[src/rtl/rcr_pkg.sv]
package rcr_pkg;
  localparam int SRC_W = 8;
  localparam int NUM_CMD = 2;
  localparam int KEY_W = 4;

  localparam int SRC_WDOG = 2;
  localparam int SRC_TEMP = 5;
  localparam int SRC_LOCKUP = 6;

  localparam logic [KEY_W-1:0] KEY_MASKED = 4'h5;
  localparam logic [KEY_W-1:0] WDOG_KEY_DEF = 4'hA;
  localparam logic [KEY_W-1:0] TEMP_KEY_DEF = 4'h2;

  localparam int WARM_BIT = 16;
  localparam int WKEY_LSB = 0;
  localparam int TKEY_LSB = 4;
  localparam int CMD_LSB = 8;
  localparam int LOCKEN_BIT = 12;
  localparam int WARMEN_BIT = 13;

  localparam int STATUS_ADDR = 0;
  localparam int CTRL_ADDR = 1;

  typedef struct packed {
    logic statusWr;
    logic ctrlWr;
    logic statusRd;
    logic ctrlRd;
  } busStrobes_t;
endpackage

[src/rtl/rcr_ctrl.sv]
module rcr_ctrl
  import rcr_pkg::*;
#(
  parameter int ADDR_W = 4
) (
  input  logic              clk,
  input  logic              rst_n,
  input  logic              busSel,
  input  logic              busWr,
  input  logic [ADDR_W-1:0] busAddr,
  output busStrobes_t       strb
);
  logic hitStatus, hitCtrl;

  always_comb begin
    hitStatus = (busAddr == ADDR_W'(STATUS_ADDR));
    hitCtrl   = (busAddr == ADDR_W'(CTRL_ADDR));
    strb.statusWr = busSel && busWr && hitStatus;
    strb.ctrlWr   = busSel && busWr && hitCtrl;
    strb.statusRd = busSel && !busWr && hitStatus;
    strb.ctrlRd   = busSel && !busWr && hitCtrl;
  end


  strobe_onehot_chk: assert property (@(posedge clk) disable iff (!rst_n)
    $onehot0({strb.statusWr, strb.ctrlWr, strb.statusRd, strb.ctrlRd}));
endmodule

[src/rtl/rcr_datapath.sv]
module rcr_datapath
  import rcr_pkg::*;
#(
  parameter int DATA_W = 32
) (
  input  logic               clk,
  input  logic               rst_n,
  input  busStrobes_t        strb,
  input  logic [DATA_W-1:0]  wdata,
  output logic [DATA_W-1:0]  rdata,
  input  logic [SRC_W-1:0]   srcEvt,
  input  logic [NUM_CMD-1:0] cmdDone,
  output logic [SRC_W-1:0]   rstReq,
  output logic [NUM_CMD-1:0] swRstCmd,
  output logic               warmRstEn
);
  logic [SRC_W-1:0]   flags, clrMask, lockMask, gateVec;
  logic               warmBoot, wdogLock, lockupEn, warmEn;
  logic [KEY_W-1:0]   wdogKey, tempKey;
  logic [NUM_CMD-1:0] cmdBits, cmdSet;
  logic               wdogMasked, tempMasked;

  always_comb begin
    wdogMasked = (wdogKey == KEY_MASKED);
    tempMasked = (tempKey == KEY_MASKED);
    lockMask = '0;
    lockMask[SRC_WDOG] = wdogLock;
    clrMask = strb.statusWr ? (wdata[SRC_W-1:0] & ~lockMask) : '0;
    gateVec = '1;
    gateVec[SRC_WDOG] = !wdogMasked;
    gateVec[SRC_TEMP] = !tempMasked;
    gateVec[SRC_LOCKUP] = lockupEn;
    rstReq = srcEvt & gateVec;
  end

  generate
    for (genvar i = 0; i < NUM_CMD; i++) begin : g_cmd
      assign cmdSet[i] = strb.ctrlWr && wdata[CMD_LSB+i];
      always_ff @(posedge clk or negedge rst_n) begin
        if (!rst_n) cmdBits[i] <= 1'b0;
        else if (cmdSet[i]) cmdBits[i] <= 1'b1;
        else if (cmdDone[i]) cmdBits[i] <= 1'b0;
      end

      cmd_clear_by_done_chk: assert property (@(posedge clk) disable iff (!rst_n)
        $fell(cmdBits[i]) |-> $past(cmdDone[i]));
    end
  endgenerate

  always_ff @(posedge clk or negedge rst_n) begin
    if (!rst_n) begin
      flags    <= '0;
      warmBoot <= 1'b0;
      wdogLock <= 1'b0;
      wdogKey  <= WDOG_KEY_DEF;
      tempKey  <= TEMP_KEY_DEF;
      lockupEn <= 1'b0;
      warmEn   <= 1'b1;
    end else begin
      flags <= (flags & ~clrMask) | srcEvt;
      if (srcEvt[SRC_WDOG] && wdogMasked) wdogLock <= 1'b1;
      if (strb.statusWr) warmBoot <= wdata[WARM_BIT];
      if (strb.ctrlWr) begin
        wdogKey  <= wdata[WKEY_LSB +: KEY_W];
        tempKey  <= wdata[TKEY_LSB +: KEY_W];
        lockupEn <= wdata[LOCKEN_BIT];
        warmEn   <= wdata[WARMEN_BIT];
      end
    end
  end

  always_comb begin
    rdata = '0;
    if (strb.statusRd) begin
      rdata[SRC_W-1:0] = flags;
      rdata[WARM_BIT]  = warmBoot;
    end
    if (strb.ctrlRd) begin
      rdata[WKEY_LSB +: KEY_W]  = wdogKey;
      rdata[TKEY_LSB +: KEY_W]  = tempKey;
      rdata[CMD_LSB +: NUM_CMD] = cmdBits;
      rdata[LOCKEN_BIT] = lockupEn;
      rdata[WARMEN_BIT] = warmEn;
    end
  end

  assign swRstCmd  = cmdBits;
  assign warmRstEn = warmEn;


  flag_sticky_chk: assert property (@(posedge clk) disable iff (!rst_n)
    (srcEvt != '0) |=> ((flags & $past(srcEvt)) == $past(srcEvt)));

  flag_clear_by_write_chk: assert property (@(posedge clk) disable iff (!rst_n)
    (($past(flags) & ~flags) != '0) |-> $past(strb.statusWr));

  wdog_lock_holds_chk: assert property (@(posedge clk) disable iff (!rst_n)
    wdogLock |-> flags[SRC_WDOG]);

  warm_bit_write_chk: assert property (@(posedge clk) disable iff (!rst_n)
    !$stable(warmBoot) |-> $past(strb.statusWr));
endmodule

[src/rtl/rst_cause_regs.sv]
module rst_cause_regs
  import rcr_pkg::*;
#(
  parameter int ADDR_W = 4,
  parameter int DATA_W = 32
) (
  input  logic               clk,
  input  logic               rst_n,
  input  logic               busSel,
  input  logic               busWr,
  input  logic [ADDR_W-1:0]  busAddr,
  input  logic [DATA_W-1:0]  busWdata,
  output logic [DATA_W-1:0]  busRdata,
  input  logic [SRC_W-1:0]   srcEvt,
  input  logic [NUM_CMD-1:0] cmdDone,
  output logic [SRC_W-1:0]   rstReq,
  output logic [NUM_CMD-1:0] swRstCmd,
  output logic               warmRstEn
);
  busStrobes_t strb;

  rcr_ctrl #(.ADDR_W(ADDR_W)) u_ctrl (
    .clk(clk), .rst_n(rst_n), .busSel(busSel), .busWr(busWr),
    .busAddr(busAddr), .strb(strb)
  );

  rcr_datapath #(.DATA_W(DATA_W)) u_dp (
    .clk(clk), .rst_n(rst_n), .strb(strb), .wdata(busWdata), .rdata(busRdata),
    .srcEvt(srcEvt), .cmdDone(cmdDone), .rstReq(rstReq),
    .swRstCmd(swRstCmd), .warmRstEn(warmRstEn)
  );


  req_needs_event_chk: assert property (@(posedge clk) disable iff (!rst_n)
    ((rstReq & ~srcEvt) == '0));
endmodule

[config.mk]
export PLATFORM = sky130hd
export DESIGN_NAME = rst_cause_regs
export DESIGN_NICKNAME = d
export VERILOG_FILES = /design/src/rtl/rcr_pkg.sv /design/src/rtl/rcr_ctrl.sv /design/src/rtl/rcr_datapath.sv /design/src/rtl/rst_cause_regs.sv
export SDC_FILE = /design/constraint.sdc
export NUM_CORES = 1
export LEC_CHECK = 0
export CAP_MARGIN = 20
export CORE_MARGIN = 2
export CORE_UTILIZATION = 36
export CTS_BUF_LIST = sky130_fd_sc_hd__clkbuf_16
export DETAILED_ROUTE_END_ITERATION = 10
export PLACE_DENSITY = 0.95
export SYNTH_ARGS = -nofsm -noshare
export SYNTH_HDL_FRONTEND = slang
export SYNTH_SLANG_ARGS = --single-unit
[constraint.sdc]
create_clock -name clk -period 6.9 [get_ports clk]
set_clock_uncertainty 0.15 [all_clocks]
set_input_delay 1.725 -clock clk [delete_from_list [all_inputs] [get_ports clk]]
set_output_delay 1.725 -clock clk [all_outputs]
set_load 0.1 [all_outputs]
* Word level (Yosys, flattened, before mapping)
Cells that the tools add are included.
** Word-level totals
- Output and inout bits :: 43
- Bits in registers :: 22
- RAM bits :: 0
- Memories :: 0
- Bits in latches :: 0
- Input port bits :: 50
- Memory bits (read-only) :: 0
- Word-level logic and storage cells :: 42
** Operators by class
- Reduce and logical (&&, ||, !) cells :: 15
- Divide/modulo/power cells :: 0
- Multipliers :: 0
- Eq/ne operators :: 3
- Order comparisons :: 0
- Add/sub/neg operators :: 0
- Bitwise operators :: 6
- Shifts and indexed selects :: 0
- Muxes and demuxes :: 9
** Operators by type and width (number)
- 8-bit AND :: 3
- 8-bit two-way mux :: 2
- 10-bit two-way mux :: 1
- 1-bit logical AND :: 9
- 4-bit by 3-bit equality test with 1-bit output, second input constant :: 2
- 3-bit NOT with 8-bit output :: 1
- 8-bit NOT :: 1
- 8-bit bitwise OR :: 1
- 1-bit two-way mux :: 5
- 4-bit by 1-bit equality test with 1-bit output, second input constant :: 1
- 4-bit logical NOT :: 1
- 2-bit nonzero test :: 2
- 1-bit logical NOT :: 3
- 2-bit two-way mux :: 1

* Depth between registers and ports, before layout
Gate-level depths: netlist (run 1).
- Depth after elaboration :: 6
- Gate-level depth with buffers :: 4
- Mapped depth without buffers :: 3

* Hierarchy
A second synthesis (run 1) with hierarchy kept.
** Second synthesis, totals
- Cell total of the unflattened synthesis :: 128
- Area total of the unflattened synthesis :: 1268.7 um2
** Modules (own cells, without submodules)
- rcr_datapath :: area each 1222.4 um2, seq. area each 555.5 um2, instances 1, cells each 120
- rcr_ctrl :: area each 46.3 um2, seq. area each 0.0 um2, instances 1, cells each 8

* Least setup slack after synthesis (run 1)
Ideal clock, no wire load.
- Path kind :: input to output
- From :: in busAddr[1]
- To :: out busRdata[0]
- Buffers on the path :: 0
- Data arrival time :: 3.429 ns
- Slack :: 1.596 ns
- Stages on the path :: 3
- Required time :: 5.025 ns
- Cell sequence :: or4_4 -> nor3b_4 -> a22o_1
** On the way
- Longest elaborated chain between the ends :: 4
- Elaborated cells between the ends (all ways) :: 6
- Those cells by class :: eq/ne: 1; mux: 2; reduce/logical: 3
** RTL lines
- start, declared :: RTL line rst_cause_regs.sv:11 : input logic [ADDR_W-1:0] busAddr,
- 4-bit logical NOT :: RTL line rcr_ctrl.sv:16 : hitStatus = (busAddr == ADDR_W'(STATUS_ADDR));
- 1-bit logical AND :: RTL line rcr_ctrl.sv:20 : strb.statusRd = busSel && !busWr && hitStatus;
- 8-bit two-way mux :: RTL line rcr_datapath.sv:74 : if (strb.statusRd) begin
- 10-bit two-way mux * :: RTL line rcr_datapath.sv:78 : if (strb.ctrlRd) begin
- end, declared :: RTL line rst_cause_regs.sv:13 : output logic [DATA_W-1:0] busRdata,
Mark *: on every way between the ends. The rest lies on a longest branch, timed or not.

* Final worst setup path (run 1)
- From :: in busAddr[0]
- To :: out busRdata[6]
Same word-level chain as after synthesis.

==> results by group, run 1 <==
Outcome
  • Run status: finished, final reports clean

Flow run
  • Maxcap violations: 0

Critical path
  • CP delay by family, top: simple AND/OR/NAND/NOR gates
  • Worst EP arrival: 3.67 ns
  • Crit start category: input port
  • Max incr delay on CP: roughly 0.58 ns
  • Worst path buffer plus inverter count: 2
  • Crit-path max FO: 9
  • Crit-path cells: clkdlybuf4s50_1 > or4_4 > nor3b_4 > a22o_1 > buf_4
  • R2R Path Start: u_dp.wdogKey[0]$_DFFE_PN0N_
  • Reg-to-reg endpoint: u_dp.wdogLock$_DFFE_PN0P_
  • WP data required: between 5 and 6 ns
  • Crit path capture type: output pin
  • Depth of the most critical reg-to-reg path: 2
  • Type of the worst setup path: in2out
  • Reg2Reg Setup Slack: around 5.8 ns
  • Max stage delay cell, worst path: or4_4

Cells and area
  • Share of cells above drive strength 1: 0.162
  • Syn-to-layout area delta: 46.8%
  • Commonest non-fill, non-tap cell in the layout: clkdlybuf4s50_1
  • Final Cell Area: between 1500 and 2000 µm²
  • Commonest non-fill, non-tap cells in the layout: clkdlybuf4s50_1 (41), conb_1 (19), dfrtp_1 (18), buf_4 (13), inv_1 (12)
  • Util after Layout: 0.544
  • Filler cell count: 305
  • Layout net count: 218
  • Antenna cells: 0

Placement
  • Dpl cell area: 1670 µm²
  • Routability cong.: between 0.7 and 0.8
  • DP Wirelength: about 2000 µm
  • Port bufs: 54

GRT
  • Antenna violations before repair: 0
  • GRT Total Usage: 0.141
  • First-pass GRT wire length: 4360 µm
  • Overflow after GRT: 0
  • Vias in the first global route: between 900 and 1000
  • Largest net degree at the start of global routing: 23

Power
  • P_leak: slightly above 0.8 nW
  • P per Cell Area: 255 nW/µm²
  • VDD IR-drop max: 0.0000830 V

Yosys
  • Synth cell types: 26
  • Gate Count Post-Synth: ~120
  • Seq cells post-synth: 22
  • Seq/Total Area, Yosys: 0.453
  • Synth Area in XOR/XNOR: 0
  • Ys Warns: 0
  • Simple-Gate Fraction of Synth Area: 0.136
  • Synthesized cell area: ~1200 µm²
  • Multiplexer area fraction after synthesis: 0.101
  • Adder-cell share of the synthesized area: 0
  • Post-synthesis compound-gate area fraction: 0.116
  • Synthesized area per cell: around 11 µm²
  • Largest family of logic cells by synthesized area: buffers and inverters

Clock network
  • Number of CTS-inserted buffers: 3
  • CTS sink cnt: 22
  • CTS root buf: clkbuf_16
  • CTS resizes: 0
  • Clock latency on the worst-skew pair: roughly 0.25 ns
  • Post-CTS Setup Inserts: 0
  • Hold buffer count at CTS: 0
  • CTS clock-pin slew for the worst setup and hold paths: about 0.060 ns
  • Clk buf depth: 2
  • H-tree levels: 1
  • CTS tree: done

Floorplanning
  • Initial core utilization: 0.370
  • Die height: 62.4 µm
  • Die area: 3890 µm²
  • Die Width: a little over 60 µm
  • Placeable Area: around 3300 µm²
  • Rows: 21
  • Number of placed I/O pins: 93

Worst hold path
  • Hold Path Class: reg2reg
  • WHS Endpoint: u_dp.wdogLock$_DFFE_PN0P_
  • Hold Path Depth: 1
  • Hold Startpoint: u_dp.wdogLock$_DFFE_PN0P_

Detailed routing
  • Pre-antenna DRT Iters: 4
  • Via density: roughly 4.4
  • WL/cell: around 12 µm
  • Initial drt markers: 10
  • Vias: 934
  • Total wire length: around 2600 µm
  • Detailed-route DRC error count: 0
  • DRT antenna net count: 0

STA
  • Final period util: 0.804
  • Setup TNS: 0 ns
  • RSZ-0062 raised after global routing: false
  • Final setup violating endpoints: 0
  • Slew HR: 0.347
  • Pin slew with the least headroom to its limit: slightly below 1 ns
  • Minimum clock period: 5.55 ns
  • Hold Fails Final Rpt: 0
  • FMAX: roughly 180 MHz
  • Pins Over Slew Limit: 0
-- power by group --
group | internal, W | switching, W
Sequential | 0.000148 | 0.0000107
Combinational | 0.0000375 | 0.0000999
Clock | 0.000115 | 0.0000466
Total | 0.000301 | 0.000157
-- logic make-up (layout without fill, tap and decap cells) --
group           after synthesis  after routing
buf+inv                      38             71
simple gates                 25             25
flops                        22             22
compound gates               19             19
mux                          11             11
other cells                   1             19
-- worst reg2reg max path, cell delays in order (launching register included) --
cell      delay [ns]
dfrtp_1         0.37
nor4bb_1        0.39
a21o_1          0.17
-- per-stage QoR --
step / worst slack [ns] / power, W / hold WS (ns) / cells
after detailed placement: 1.35 / 0.000298 / 0.311 / 208
after CTS: 1.35 / 0.000459 / 0.323 / 212
after floorplan: 1.60 / 0.000272 / 0.278 / 134
after global routing: 1.26 / 0.000476 / 0.348 / 213
after global placement: 1.34 / 0.000295 / 0.289 / 208
final: 1.35 / 0.000458 / 0.323 / 213
-- Yosys cell counts --
library cell,instances,area (µm²)
buf_4,24,180
dfrtp_1,18,450
inv_1,12,45.0
mux2_1,9,101
a22o_1,8,70.1
nor2_1,8,30.0
a31oi_1,7,43.8
and2_1,6,37.5
dfstp_2,4,105
mux2_2,2,22.5
nor4bb_1,2,20.0
o22ai_1,2,12.5
a21o_1,1,7.51
and4b_1,1,10.0
buf_2,1,5.00
clkbuf_1,1,3.75
conb_1,1,3.75
nand2_1,1,3.75
nand2b_1,1,6.26
nand4_1,1,6.26
nor2_4,1,11.3
nor2b_1,1,6.26
nor3_1,1,5.00
nor3b_4,1,18.8
o41ai_1,1,8.76
or4_4,1,11.3
-- cell type report --
class / instances / area, µm² / area share
clock inverter: 1 / 30.0 / 0.0167
multi-input combinational: 74 / 504 / 0.280
timing repair buffer: 55 / 533 / 0.296
clock buffer: 3 / 75.1 / 0.0417
tap: 46 / 57.6 / 0.0320
inverter: 12 / 45.0 / 0.0250
sequential: 22 / 556 / 0.309
-- sequential cells by signal (all words and copies together) (netlist names) --
register,flops
u_dp.wdogKey,4
u_dp.swRstCmd,2
u_dp.lockupEn,1
u_dp.warmRstEn,1
u_dp.wdogLock,1
u_dp.tempKey,4
u_dp.warmBoot,1
u_dp.flags,8
-- worst max path at each step --
stage	from	to	slack (ns)	cells past startpoint
after floorplan	busAddr[1]	busRdata[0]	1.60	3
after detailed placement	busAddr[0]	busRdata[7]	1.35	5
after CTS	busAddr[0]	busRdata[7]	1.35	5
after global placement	busAddr[1]	busRdata[5]	1.34	5
after global routing	busAddr[0]	busRdata[2]	1.26	5
final	busAddr[0]	busRdata[6]	1.35	5
-- layer usage --
| layer | global-route usage | wire (µm) | vias to the layer above |
|---|---|---|---|
| met1 | 0.157 | 1050 | 439 |
| met2 | 0.257 | 1400 | 34 |
| met4 | 0.0667 | 28 | 0 |
| li1 | - | - | 458 |
| met5 | 0 | 0 | - |
| met3 | 0.0272 | 155 | 3 |
Note: power is estimated with default switching activity, not from simulation.
==> run 2, diff against run 1 <==
- CORE_UTILIZATION: 36 -> 30
- PLACE_DENSITY: 0.95 -> 0.87
- clock period: 6.9 -> 4.8 ns (I/O delays scaled with it)
==> run 2 against run 1 <==
Non-clock buffer count is the same. Count of clock-buffer cells in the layout is the same. Sequential cell count is the same. Critical path depth is the same. First-iteration DRC count grew 10%. Via count grew 0.54%. Worst hold slack gained 0.0042 ns. Power grew 32%. Cell area grew 6.9%. Combinational power grew 46%. Final cell count grew 1.9%. Sequential power grew 45%. Critical path type unchanged. Largest power group is now registers.
==> results by group, run 2 (same netlist as run 1, synthesis figures left out) <==
Outcome
  • Run status: finished, final reports clean

Floorplanning
  • Initial core utilization: 0.309
  • Rows: 23
  • Number of placed I/O pins: 93
  • Die area: 4610 µm²
  • Die Width: 67.9 µm
  • Die height: 67.9 µm
  • Placeable Area: between 3000 and 4000 µm²

Detailed routing
  • Via density: approximately 4.3
  • Vias: between 900 and 1000
  • Pre-antenna DRT Iters: 2
  • WL/cell: between 10 and 15 µm
  • Detailed-route DRC error count: 0
  • Total wire length: 2840 µm
  • Initial drt markers: 11
  • DRT antenna net count: 0

GRT
  • First-pass GRT wire length: 4340 µm
  • Antenna violations before repair: 0
  • Overflow after GRT: 0
  • Largest net degree at the start of global routing: 23
  • Vias in the first global route: between 900 and 1000
  • GRT Total Usage: 0.127

Cells and area
  • Syn-to-layout area delta: 56.9%
  • Util after Layout: 0.485
  • Largest Register: u_dp.flags
  • Final Cell Area: slightly below 2000 µm²
  • Flip-flop count of the largest register after layout: 8
  • Commonest non-fill, non-tap cells in the layout: clkdlybuf4s50_1 (33), conb_1 (19), dfrtp_1 (18), buf_12 (13), inv_1 (12)
  • Antenna cells: 0
  • Biggest regs: u_dp.flags: 8 flops, u_dp.tempKey: 4 flops, u_dp.wdogKey: 4 flops
  • Commonest non-fill, non-tap cell in the layout: clkdlybuf4s50_1
  • Multi-input logic area: between 500 and 600 µm²
  • Layout net count: around 220
  • Filler cell count: between 300 and 400
  • Share of cells above drive strength 1: 0.204
  • Seq. cell area: 556 µm²

Flow run
  • Maxcap violations: 0

Worst hold path
  • Hold Path Class: reg2reg

Critical path
  • Crit start category: input port
  • Type of the worst setup path: in2out
  • Crit-path max FO: 9
  • Worst EP arrival: 3.11 ns
  • WP data required: 3.45 ns
  • Crit path capture type: output pin

Clock network
  • H-tree levels: 1
  • CTS tree: done
  • CTS resizes: 0
  • Number of CTS-inserted buffers: 3
  • Clock latency on the worst-skew pair: roughly 0.25 ns
  • Hold buffer count at CTS: 0
  • Post-CTS Setup Inserts: 0
  • CTS clock-pin slew for the worst setup and hold paths: 0.06 ns
  • CTS sink cnt: 22
  • CTS root buf: clkbuf_16
  • Clk buf depth: 2

STA
  • Final setup violating endpoints: 0
  • RSZ-0062 raised after global routing: false
  • FMAX: ~220 MHz
  • Final period util: 0.928
  • Minimum clock period: 4.46 ns
  • Hold Fails Final Rpt: 0
  • Slew HR: 0.355
  • Setup TNS: 0 ns
  • Pin slew with the least headroom to its limit: 0.965 ns
  • Pins Over Slew Limit: 0

Placement
  • Port bufs: 54
  • Routability cong.: about 0.8
  • DP Wirelength: roughly 2300 µm
  • Dpl cell area: 1820 µm²

Power
  • P per Cell Area: between 300 and 400 nW/µm²
  • VDD IR-drop max: between 0.0002 and 0.00025 V
  • Total power draw: between 0.0006 and 0.0007 W
  • P_leak: roughly 0.84 nW
run 2: changes by cell type in the layout (fill, tap and decap cells not counted):
cell,change
clkdlybuf4s50_1,-8
clkinv_1,+1
buf_16,+1
buf_4,-5
clkbuf_16,-1
bufinv_16,-1
buf_12,+13
run 2: final timing paths:
| path | slack, ns | endpoint | cells past startpoint | startpoint |
|---|---|---|---|---|
| min reg2reg | 0.33 | u_dp.warmBoot$_DFFE_PN0N_ | 1 | u_dp.warmBoot$_DFFE_PN0N_ |
| min in group asynchronous | 1.01 | u_dp.flags[1]$_DFF_PN0_ | 1 | rst_n |
| max | 0.34 | busRdata[4] | 5 | busAddr[0] |
| max reg2reg | 3.65 | u_dp.wdogLock$_DFFE_PN0P_ | 2 | u_dp.wdogKey[3]$_DFFE_PN1N_ |
| min | 0.33 | u_dp.warmBoot$_DFFE_PN0N_ | 1 | u_dp.warmBoot$_DFFE_PN0N_ |
| max in group asynchronous | 3.04 | u_dp.warmRstEn$_DFFE_PN1N_ | 2 | rst_n |
run 2: layout make-up:
cell class	instances	area share
multi-input cells	74	0.262
clock inverters	1	0.00195
repair buffers	55	0.352
inverters	12	0.0234
well taps	50	0.0325
clock buffers	3	0.0390
flip-flops and latches	22	0.289
run 2: power breakdown:
part / internal, W / leakage [nW] / switching [W] / total [W]
Combinational: 0.0000552 / 0.561 / 0.000145 / 0.000200
Sequential: 0.000214 / 0.242 / 0.0000161 / 0.000230
Clock: 0.000111 / 0.0385 / 0.0000634 / 0.000174
run 2: critical path, stage by stage:
cell and delay, ns:
clkdlybuf4s50_1 0.45, or4_4 0.58, nor3b_4 0.43, a22o_1 0.26, buf_12 0.19
run 2: routing by layer:
metal | part of all wire | up-vias | track usage
met5 | 0 | - | 0
met4 | 0.022 | 0 | 0.0600
met3 | 0.034 | 6 | 0.0115
met2 | 0.58 | 27 | 0.243
met1 | 0.36 | 441 | 0.138
li1 | - | 465 | -
run 2: per-stage QoR:
step | instances | setup WS (ns) | hold WS (ns)
final | 217 | 0.344 | 0.327
after detailed placement | 212 | 0.330 | 0.320
after CTS | 216 | 0.322 | 0.331
after floorplan | 134 | 0.546 | 0.278
after global routing | 217 | 0.247 | 0.347
after global placement | 212 | 0.333 | 0.296
==> run 3, diff against run 2 <==
- CTS_CLUSTER_DIAMETER: default -> 100
==> results of run 3 <==
Final layout, timing and power as in run 2 (identical DEF).
